### config.mk
export PLATFORM = sky130hd
export DESIGN_NAME = sa_array
export DESIGN_NICKNAME = d
export VERILOG_FILES = /design/src/rtl/sa_pkg.sv /design/src/rtl/sa_fwd.sv /design/src/rtl/sa_vdelay.sv /design/src/rtl/sa_pe.sv /design/src/rtl/sa_array.sv
export SDC_FILE = /design/constraint.sdc
export NUM_CORES = 2
export LEC_CHECK = 0
export ABC_AREA = 1
export BUFFER_PORTS_ARGS = -buffer_cell sky130_fd_sc_hd__clkbuf_2
export CAP_MARGIN = 0
export CELL_PAD_IN_SITES_DETAIL_PLACEMENT = 2
export CELL_PAD_IN_SITES_GLOBAL_PLACEMENT = 2
export CORE_MARGIN = 2
export CORE_UTILIZATION = 36
export CTS_BUF_LIST = sky130_fd_sc_hd__clkbuf_8
export CTS_CLUSTER_SIZE = 30
export DETAILED_ROUTE_END_ITERATION = 8
export HOLD_SLACK_MARGIN = 0.1
export PLACE_DENSITY = 0.91
export SLEW_MARGIN = 20
export SYNTH_ARGS = -nofsm -noshare
export SYNTH_HDL_FRONTEND = slang
export SYNTH_SLANG_ARGS = --single-unit
export TNS_END_PERCENT = 10
### constraint.sdc
create_clock -name clk -period 11.15 [get_ports clk]
set_input_delay 0.5575 -clock clk [delete_from_list [all_inputs] [get_ports clk]]
set_output_delay 0.5575 -clock clk [all_outputs]
set_load 0.01 [all_outputs]
### src/rtl/sa_pkg.sv
package sa_pkg;

  localparam int unsigned SA_DW_DEFAULT = 16;
  localparam int unsigned SA_FW_DEFAULT = 8;

  // Clip a wide signed value to a w-bit signed range; hit reports clipping.
  function automatic logic signed [63:0] clip_to(input logic signed [63:0] x,
                                                 input int unsigned w,
                                                 output logic hit);
    logic signed [63:0] hi;
    logic signed [63:0] lo;
    hi = (64'sd1 <<< (w - 1)) - 64'sd1;
    lo = -(64'sd1 <<< (w - 1));
    hit = 1'b1;
    if (x > hi) begin
      clip_to = hi;
    end else if (x < lo) begin
      clip_to = lo;
    end else begin
      clip_to = x;
      hit = 1'b0;
    end
  endfunction

endpackage

### src/rtl/sa_fwd.sv
module sa_fwd #(
  parameter int unsigned DW = 16
) (
  input  logic                 clk,
  input  logic                 rst,
  input  logic                 en,
  input  logic signed [DW-1:0] d,
  output logic signed [DW-1:0] q
);

  always_ff @(posedge clk or posedge rst) begin
    if (rst) begin
      q <= '0;
    end else if (en) begin
      q <= d;
    end
  end

  // operand registers hold whenever the grid stalls or the cell is off
  assert_fwd_hold_R6: assert property (@(posedge clk) disable iff (rst)
    !en |=> $stable(q));

endmodule

### src/rtl/sa_vdelay.sv
module sa_vdelay #(
  parameter int unsigned DEPTH = 1
) (
  input  logic clk,
  input  logic rst,
  input  logic adv,
  input  logic d,
  output logic q
);

  logic [DEPTH-1:0] sr;

  always_ff @(posedge clk or posedge rst) begin
    if (rst) begin
      sr <= '0;
    end else if (adv) begin
      sr[0] <= d;
      for (int k = 1; k < int'(DEPTH); k++) begin
        sr[k] <= sr[k-1];
      end
    end
  end

  assign q = sr[DEPTH-1];

  assert_vdelay_hold_R5: assert property (@(posedge clk) disable iff (rst)
    !adv |=> $stable(sr));

endmodule

### src/rtl/sa_pe.sv
module sa_pe
  import sa_pkg::*;
#(
  parameter int unsigned DW = SA_DW_DEFAULT,
  parameter int unsigned FW = SA_FW_DEFAULT
) (
  input  logic                 clk,
  input  logic                 rst,
  input  logic                 adv,
  input  logic                 en,
  input  logic signed [DW-1:0] a_in,
  input  logic signed [DW-1:0] w_in,
  input  logic signed [DW-1:0] p_in,
  input  logic                 v_in,
  output logic signed [DW-1:0] p_out,
  output logic                 v_out,
  output logic                 sat_hit
);

  logic signed [63:0] prod_w;
  logic signed [63:0] prod_c;
  logic signed [63:0] sum_w;
  logic signed [DW-1:0] sum_c;
  logic hit_m;
  logic hit_a;
  logic signed [DW-1:0] p_q;
  logic v_q;

  // Full-width product, arithmetic shift to Q8.8 (floor), clip, then clipped add
  always_comb begin
    prod_w = 64'(a_in) * 64'(w_in);
    prod_c = clip_to(prod_w >>> FW, DW, hit_m);
    sum_w  = 64'(p_in) + prod_c;
    sum_c  = DW'(clip_to(sum_w, DW, hit_a));
  end

  always_ff @(posedge clk or posedge rst) begin
    if (rst) begin
      p_q <= '0;
      v_q <= 1'b0;
    end else if (adv) begin
      v_q <= v_in;
      p_q <= en ? sum_c : '0;
    end
  end

  assign p_out   = p_q;
  assign v_out   = v_q;
  assign sat_hit = adv & en & (hit_m | hit_a);

  assert_pe_stall_hold_R5: assert property (@(posedge clk) disable iff (rst)
    !adv |=> $stable(p_q) && $stable(v_q));

  assert_pe_off_zero_R6: assert property (@(posedge clk) disable iff (rst)
    (adv && !en) |=> (p_q == '0));

  assert_pe_valid_flow_R6: assert property (@(posedge clk) disable iff (rst)
    adv |=> (v_q == $past(v_in)));

endmodule

### src/rtl/sa_array.sv
module sa_array
  import sa_pkg::*;
#(
  parameter int unsigned SIDE = 2,
  parameter int unsigned DW   = SA_DW_DEFAULT,
  parameter int unsigned FW   = SA_FW_DEFAULT
) (
  input  logic                 clk,
  input  logic                 rst,
  input  logic                 in_valid,
  output logic                 in_ready,
  input  logic [SIDE*DW-1:0]   act_in,
  input  logic [SIDE*DW-1:0]   wt_in,
  input  logic [SIDE*SIDE-1:0] pe_en,
  output logic [SIDE-1:0]      out_valid,
  input  logic                 out_ready,
  output logic [SIDE*DW-1:0]   out_data,
  output logic                 ovf_flag
);

  localparam int unsigned NPE = SIDE * SIDE;

  logic signed [DW-1:0] a_op [SIDE][SIDE];
  logic signed [DW-1:0] w_op [SIDE][SIDE];
  logic signed [DW-1:0] p_bus [SIDE+1][SIDE];
  logic                 v_bus [SIDE+1][SIDE];
  logic [NPE-1:0]       pe_hit;
  logic                 adv;

  assign adv      = out_ready;
  assign in_ready = out_ready;

  genvar r, c;
  generate
    for (r = 0; r < SIDE; r++) begin : g_row_edge
      assign a_op[r][0] = act_in[r*DW +: DW];
    end

    for (c = 0; c < SIDE; c++) begin : g_col_edge
      assign w_op[0][c]  = wt_in[c*DW +: DW];
      assign p_bus[0][c] = '0;
      if (c == 0) begin : g_v0
        assign v_bus[0][c] = in_valid;
      end else begin : g_vd
        sa_vdelay #(.DEPTH(c)) u_vdelay (
          .clk(clk), .rst(rst), .adv(adv), .d(in_valid), .q(v_bus[0][c])
        );
      end
      assign out_data[c*DW +: DW] = p_bus[SIDE][c];
      assign out_valid[c]         = v_bus[SIDE][c];
    end

    for (r = 0; r < SIDE; r++) begin : g_r
      for (c = 0; c < SIDE; c++) begin : g_c
        sa_pe #(.DW(DW), .FW(FW)) u_pe (
          .clk(clk), .rst(rst), .adv(adv), .en(pe_en[r*SIDE+c]),
          .a_in(a_op[r][c]), .w_in(w_op[r][c]), .p_in(p_bus[r][c]),
          .v_in(v_bus[r][c]), .p_out(p_bus[r+1][c]), .v_out(v_bus[r+1][c]),
          .sat_hit(pe_hit[r*SIDE+c])
        );
        if (c < SIDE - 1) begin : g_afwd
          sa_fwd #(.DW(DW)) u_afwd (
            .clk(clk), .rst(rst), .en(adv & pe_en[r*SIDE+c]),
            .d(a_op[r][c]), .q(a_op[r][c+1])
          );
        end
        if (r < SIDE - 1) begin : g_wfwd
          sa_fwd #(.DW(DW)) u_wfwd (
            .clk(clk), .rst(rst), .en(adv & pe_en[r*SIDE+c]),
            .d(w_op[r][c]), .q(w_op[r+1][c])
          );
        end
      end
    end
  endgenerate

  always_ff @(posedge clk or posedge rst) begin
    if (rst) begin
      ovf_flag <= 1'b0;
    end else if (|pe_hit) begin
      ovf_flag <= 1'b1;
    end
  end

  assert_out_stall_R5: assert property (@(posedge clk) disable iff (rst)
    !out_ready |=> $stable(out_data) && $stable(out_valid));

  assert_ovf_sticky_R7: assert property (@(posedge clk) disable iff (rst)
    ovf_flag |=> ovf_flag);

  assert_ovf_raise_R7: assert property (@(posedge clk) disable iff (rst)
    (|pe_hit) |=> ovf_flag);

endmodule

==> summary.md, run 1 <==
| Metric | Value |
|---|---|
| Failed at | 5_1_grt |
| CTS buffer count | 17 |
| Error | [ERROR GRT-0116] Global routing finished with congestion. Check the congestion regions in the DRC Viewer. |
| DPL Wire Length | 229,000 um |
| CTS Root Cell | clkbuf_8 |
| Max clock buf depth | 2 |
| Sequential area share after synthesis | 6.27% |
| Post-synth cell types | 56 |
| Status | stopped before the end |
| Ys Warns | 0 |
| Post-Syn Instances | 7,199 |
| Die width | 387 um |
| Overflow after GRT | 17 |
| Synth async-reset ratio | 100% |
| Largest net degree at the start of global routing | 75 |
| Port bufs | 107 |
| Site row count | 140 |
| Global-route wire length before repair | 553,000 um |
| Post-Synthesis Cell Area | 52,700 um2 |
| Mean Syn Cell Area | 7.32 um2 |
| Gpl congestion | 0.928 |
| Total GRT Usage | 52.4% |
| Die Y | 387 um |
| Syn nets | 8,709 |
| Clock sinks | 132 |
| Register bit total from synthesis | 132 |
| Post-synth EDFFs | 0 |
| Initial Utilization | 36.2% |
| DP Area | 56,500 um2 |
| Top-Level Pins | 108 |
| Synth Flop Type | dfrtp_1 |
| CTS H-tree lvls | 4 |
| Vias in the first global route | 70,700 |
## synth_stat cells, drive strengths merged, types with 20 or more instances
library cell	count	area share, %
nor3	29	0.28
xnor2	58	0.98
o21bai	20	0.28
o21ai	196	1.9
inv	2040	15
dfrtp	132	6.3
buf	31	0.37
xor2	47	0.78
clkbuf	261	1.9
nand4	41	0.50
nand3	168	1.7
fa	1070	41
nand2	2101	15
nor2	293	2.1
a21o	26	0.37
a21oi	205	2.0
ha	368	8.7
## per-stage QoR
step           worst slack, ns  hold slack [ns]  std cells
2_1_floorplan            0.308            0.443       7199
3_3_place_gp           -0.0351            0.456       9180
3_5_place_dp             -1.45            0.471       9180
4_1_cts               -0.00127            0.127       9284
## layer usage
metal	overflow	global-route usage [%]
met1	0	49.8
met2	10	74.5
met3	0	32.5
met4	7	54.0
met5	0	6.23
## repair_timing
item	CTS
setup endpoints to repair	31
buffers inserted	71
gates resized for setup	317
hold buffers	1
pin swaps	78
endpoints found under the hold margin	5
## logic make-up after synthesis
| kind of cell | after synthesis | share of synthesized area, % |
|---|---|---|
| simple gates | 2699 | 20.7 |
| compound gates | 489 | 5.15 |
| flops | 132 | 6.27 |
| fa+ha+maj | 1438 | 49.4 |
| buf+inv | 2336 | 16.8 |
| xor+xnor | 105 | 1.76 |
==> run 2: changes to the inputs <==
Settings changed: CELL_PAD_IN_SITES_DETAIL_PLACEMENT 2 to not set, CELL_PAD_IN_SITES_GLOBAL_PLACEMENT 2 to not set, CORE_UTILIZATION 36 to 40, CTS_BUF_LIST sky130_fd_sc_hd__clkbuf_8 to not set, CTS_CLUSTER_SIZE 30 to not set, HOLD_SLACK_MARGIN 0.1 to not set, PLACE_DENSITY 0.91 to not set, PLACE_DENSITY_LB_ADDON set to 0.15.
Clock period 11.15 ns to 14.5 ns, I/O delays scaled along.
==> summary.md, run 2 <==
| Metric | Value |
|---|---|
| Status | completed |
| Crit start category | flop |
| Area growth, synth to finish | 4.46% |
| CTS H-tree lvls | 4 |
| Hold_buf cts | 0 |
| DRC Markers | 0 |
| Post-synth cell types | 56 |
| Slowest cell on crit path | dfrtp_1 |
| Post-CTS setup buffer count | 0 |
| HP Class | input pin to asynchronous set/reset pin |
| Vias per cell | 4.78 |
| CTS tree | built |
| Critical path capture point type | flop |
| DRT Wirelength | 148,000 um |
| Site row count | 133 |
| Overflow after GRT | 0 |
| CP Max Fanout | 16 |
| Commonest non-fill, non-tap cells in the layout | 2,063 x nand2_1, 2,020 x inv_1, 1,070 x fa_1 |
| TNS Setup | 0 ns |
| Antenna cell count | 0 |
| Synth top area cells | fa_1 41%, nand2_1 15%, inv_1 14% |
| Least-Margin Pin Slew | 1.04 ns |
| Mean Syn Cell Area | 7.32 um2 |
| Largest stage delay, worst path | 0.84 ns |
| Post-synth top area share | 40.6% |
| Synth Area in Adders | 49.4% |
| F_max | 0.0795 GHz |
| Post-synthesis mux area share | 0% |
| CTS Root Cell | clkbuf_16 |
| Synth Flop Type | dfrtp_1 |
| Post-synth EDFFs | 0 |
| Post-CTS sizing | 0 |
| Req. time, crit path | 14.93 ns |
| Total GRT Usage | 23.1% |
| Largest net degree at the start of global routing | 75 |
| Sequential area share after synthesis | 6.27% |
| Post-synth top cells | 2,064 x nand2_1, 2,021 x inv_1, 1,070 x fa_1, 368 x ha_1, 288 x nor2_1 |
| Max Slew Vio Count | 0 |
| Final critical-path required period | 12.58 ns |
| Nets | 8,562 |
| Post-Syn Instances | 7,199 |
| Most common cell after layout, fill and taps aside | nand2_1 |
| DRT iter0 DRCs | 2,213 |
| Max clock buf depth | 2 |
| Xor and xnor area share after synthesis | 1.76% |
| Critical Path AT | 13.02 ns |
| Setup Viol. Count Final | 0 |
| Gpl congestion | 0.909 |
| Via count | 42,200 |
| Post-synthesis simple-gate area fraction | 20.7% |
| Share of cells above drive strength 1 | 3.72% |
| Initial Utilization | 40.2% |
| Clock Latency Late Sink | 0.50 ns |
| TritonRoute pass-1 iters | 5 |
| Crit-path most repeated cell | nand2_1 |
| DPL Wire Length | 126,000 um |
| RSZ-0062 raised after global routing | no |
| Core area | 131,000 um2 |
| Clock sinks | 132 |
| DRT antenna net count | 0 |
| Global-route wire length before repair | 249,000 um |
| Initial antenna violation count | 0 |
| Register bit total from synthesis | 132 |
| Max Cap Viol | 0 |
| Ys Warns | 0 |
| Syn nets | 8,709 |
| Die area | 135,000 um2 |
| Clock skew | 0.0163 ns |
| Die width | 367 um |
| Die Y | 367 um |
| Top-Level Pins | 108 |
| Most common cell in the synthesized netlist | nand2_1 |
| Synth async-reset ratio | 100% |
| Port bufs | 107 |
| Fin crit share | 86.8% |
| Synth Area in Compound Gates | 5.15% |
| Final Hold Viols | 0 |
| Largest family of logic cells by synthesized area | adder cells |
| Crit Path Category | flop to flop |
| Max reg flops | 64 |
| Wire per inst | 16.8 um |
| Area leader, netlist | fa_1 |
| Post-Synthesis Cell Area | 52,700 um2 |
| Rel. slew slack | 30.5% |
| Vias in the first global route | 46,000 |
| Clock transition at path regs | 0.08 ns |
| CTS buffer count | 17 |
-- run 2: cell counts after synthesis --
No cell type changed its count.
-- run 2: cells by family (layout without fill, tap and decap cells) --
family / Yosys count / in the layout
simple gates: 2699 / 2699
xor+xnor: 105 / 105
fa+ha+maj: 1438 / 1438
compound gates: 489 / 489
flops: 132 / 132
buf+inv: 2336 / 2202
-- run 2: path summary, 6_finish.rpt --
kind	start	endpoint	slack, ns	depth (start not counted)
min in group clk	in_valid	g_r[0].g_c[0].u_pe.v_out$_DFFE_PP0P_	0.43	3
max reg2reg	g_r[0].g_c[1].g_wfwd.u_wfwd.q[1]$_DFFE_PP0P_	g_r[1].g_c[1].u_pe.p_out[0]$_DFFE_PP0P_	1.92	44
min reg2reg	g_r[1].g_c[0].u_pe.p_out[0]$_DFFE_PP0P_	g_r[1].g_c[0].u_pe.p_out[0]$_DFFE_PP0P_	0.48	1
max in group asynchronous	rst	g_r[1].g_c[1].u_pe.p_out[5]$_DFFE_PP0P_	12.79	3
min	rst	g_r[0].g_c[0].g_wfwd.u_wfwd.q[4]$_DFFE_PP0P_	0.33	2
max	g_r[0].g_c[1].g_wfwd.u_wfwd.q[1]$_DFFE_PP0P_	g_r[1].g_c[1].u_pe.p_out[0]$_DFFE_PP0P_	1.92	44
-- run 2: metrics by stage --
stage                     std cells  instance area [um2]  utilization (%)  hold WS [ns]  worst slack (ns)
after global placement         8788                54400             41.5         0.456              2.03
after global routing           8820                55100             42.0         0.394             0.833
after CTS                      8820                55100             42.0         0.340              1.91
final                          8820                55100             42.0         0.327              1.92
after floorplan                7199                52700                -         0.443              3.49
after detailed placement       8788                54400             41.5         0.466              1.96
-- run 2: final cells by class --
class | instances | area (um2)
Timing Repair Buffer | 126 | 678
Tap cell | 1755 | 2200
Sequential cell | 132 | 3300
Multi-Input combinational cell | 4731 | 40600
Fill cell | 14000 | 76100
Inverter | 2044 | 7680
Clock inverter | 12 | 190
Clock buffer | 20 | 457
-- run 2: worst max-delay path, delay by kind of cell, from the launching register on --
kind / cells / cell delay [ns]
simple gates: 20 / 3.24
buf+inv: 6 / 0.98
xor+xnor: 1 / 0.22
flops: 1 / 0.84
compound gates: 7 / 1.77
fa+ha+maj: 10 / 5.43
-- run 2: routing by layer --
layer / vias up / GRT usage (%) / share of wire [%]
met5: - / 0 / 0
met4: 0 / 4.93 / 2.1
met3: 172 / 1.44 / 2.7
met2: 685 / 40.7 / 49
met1: 21000 / 31.2 / 46
li1: 20300 / - / -
Power of run 2 is left out: the tool's default activity adds up to more than one toggle a clock period on the data nets, which glitch-free logic cannot reach.
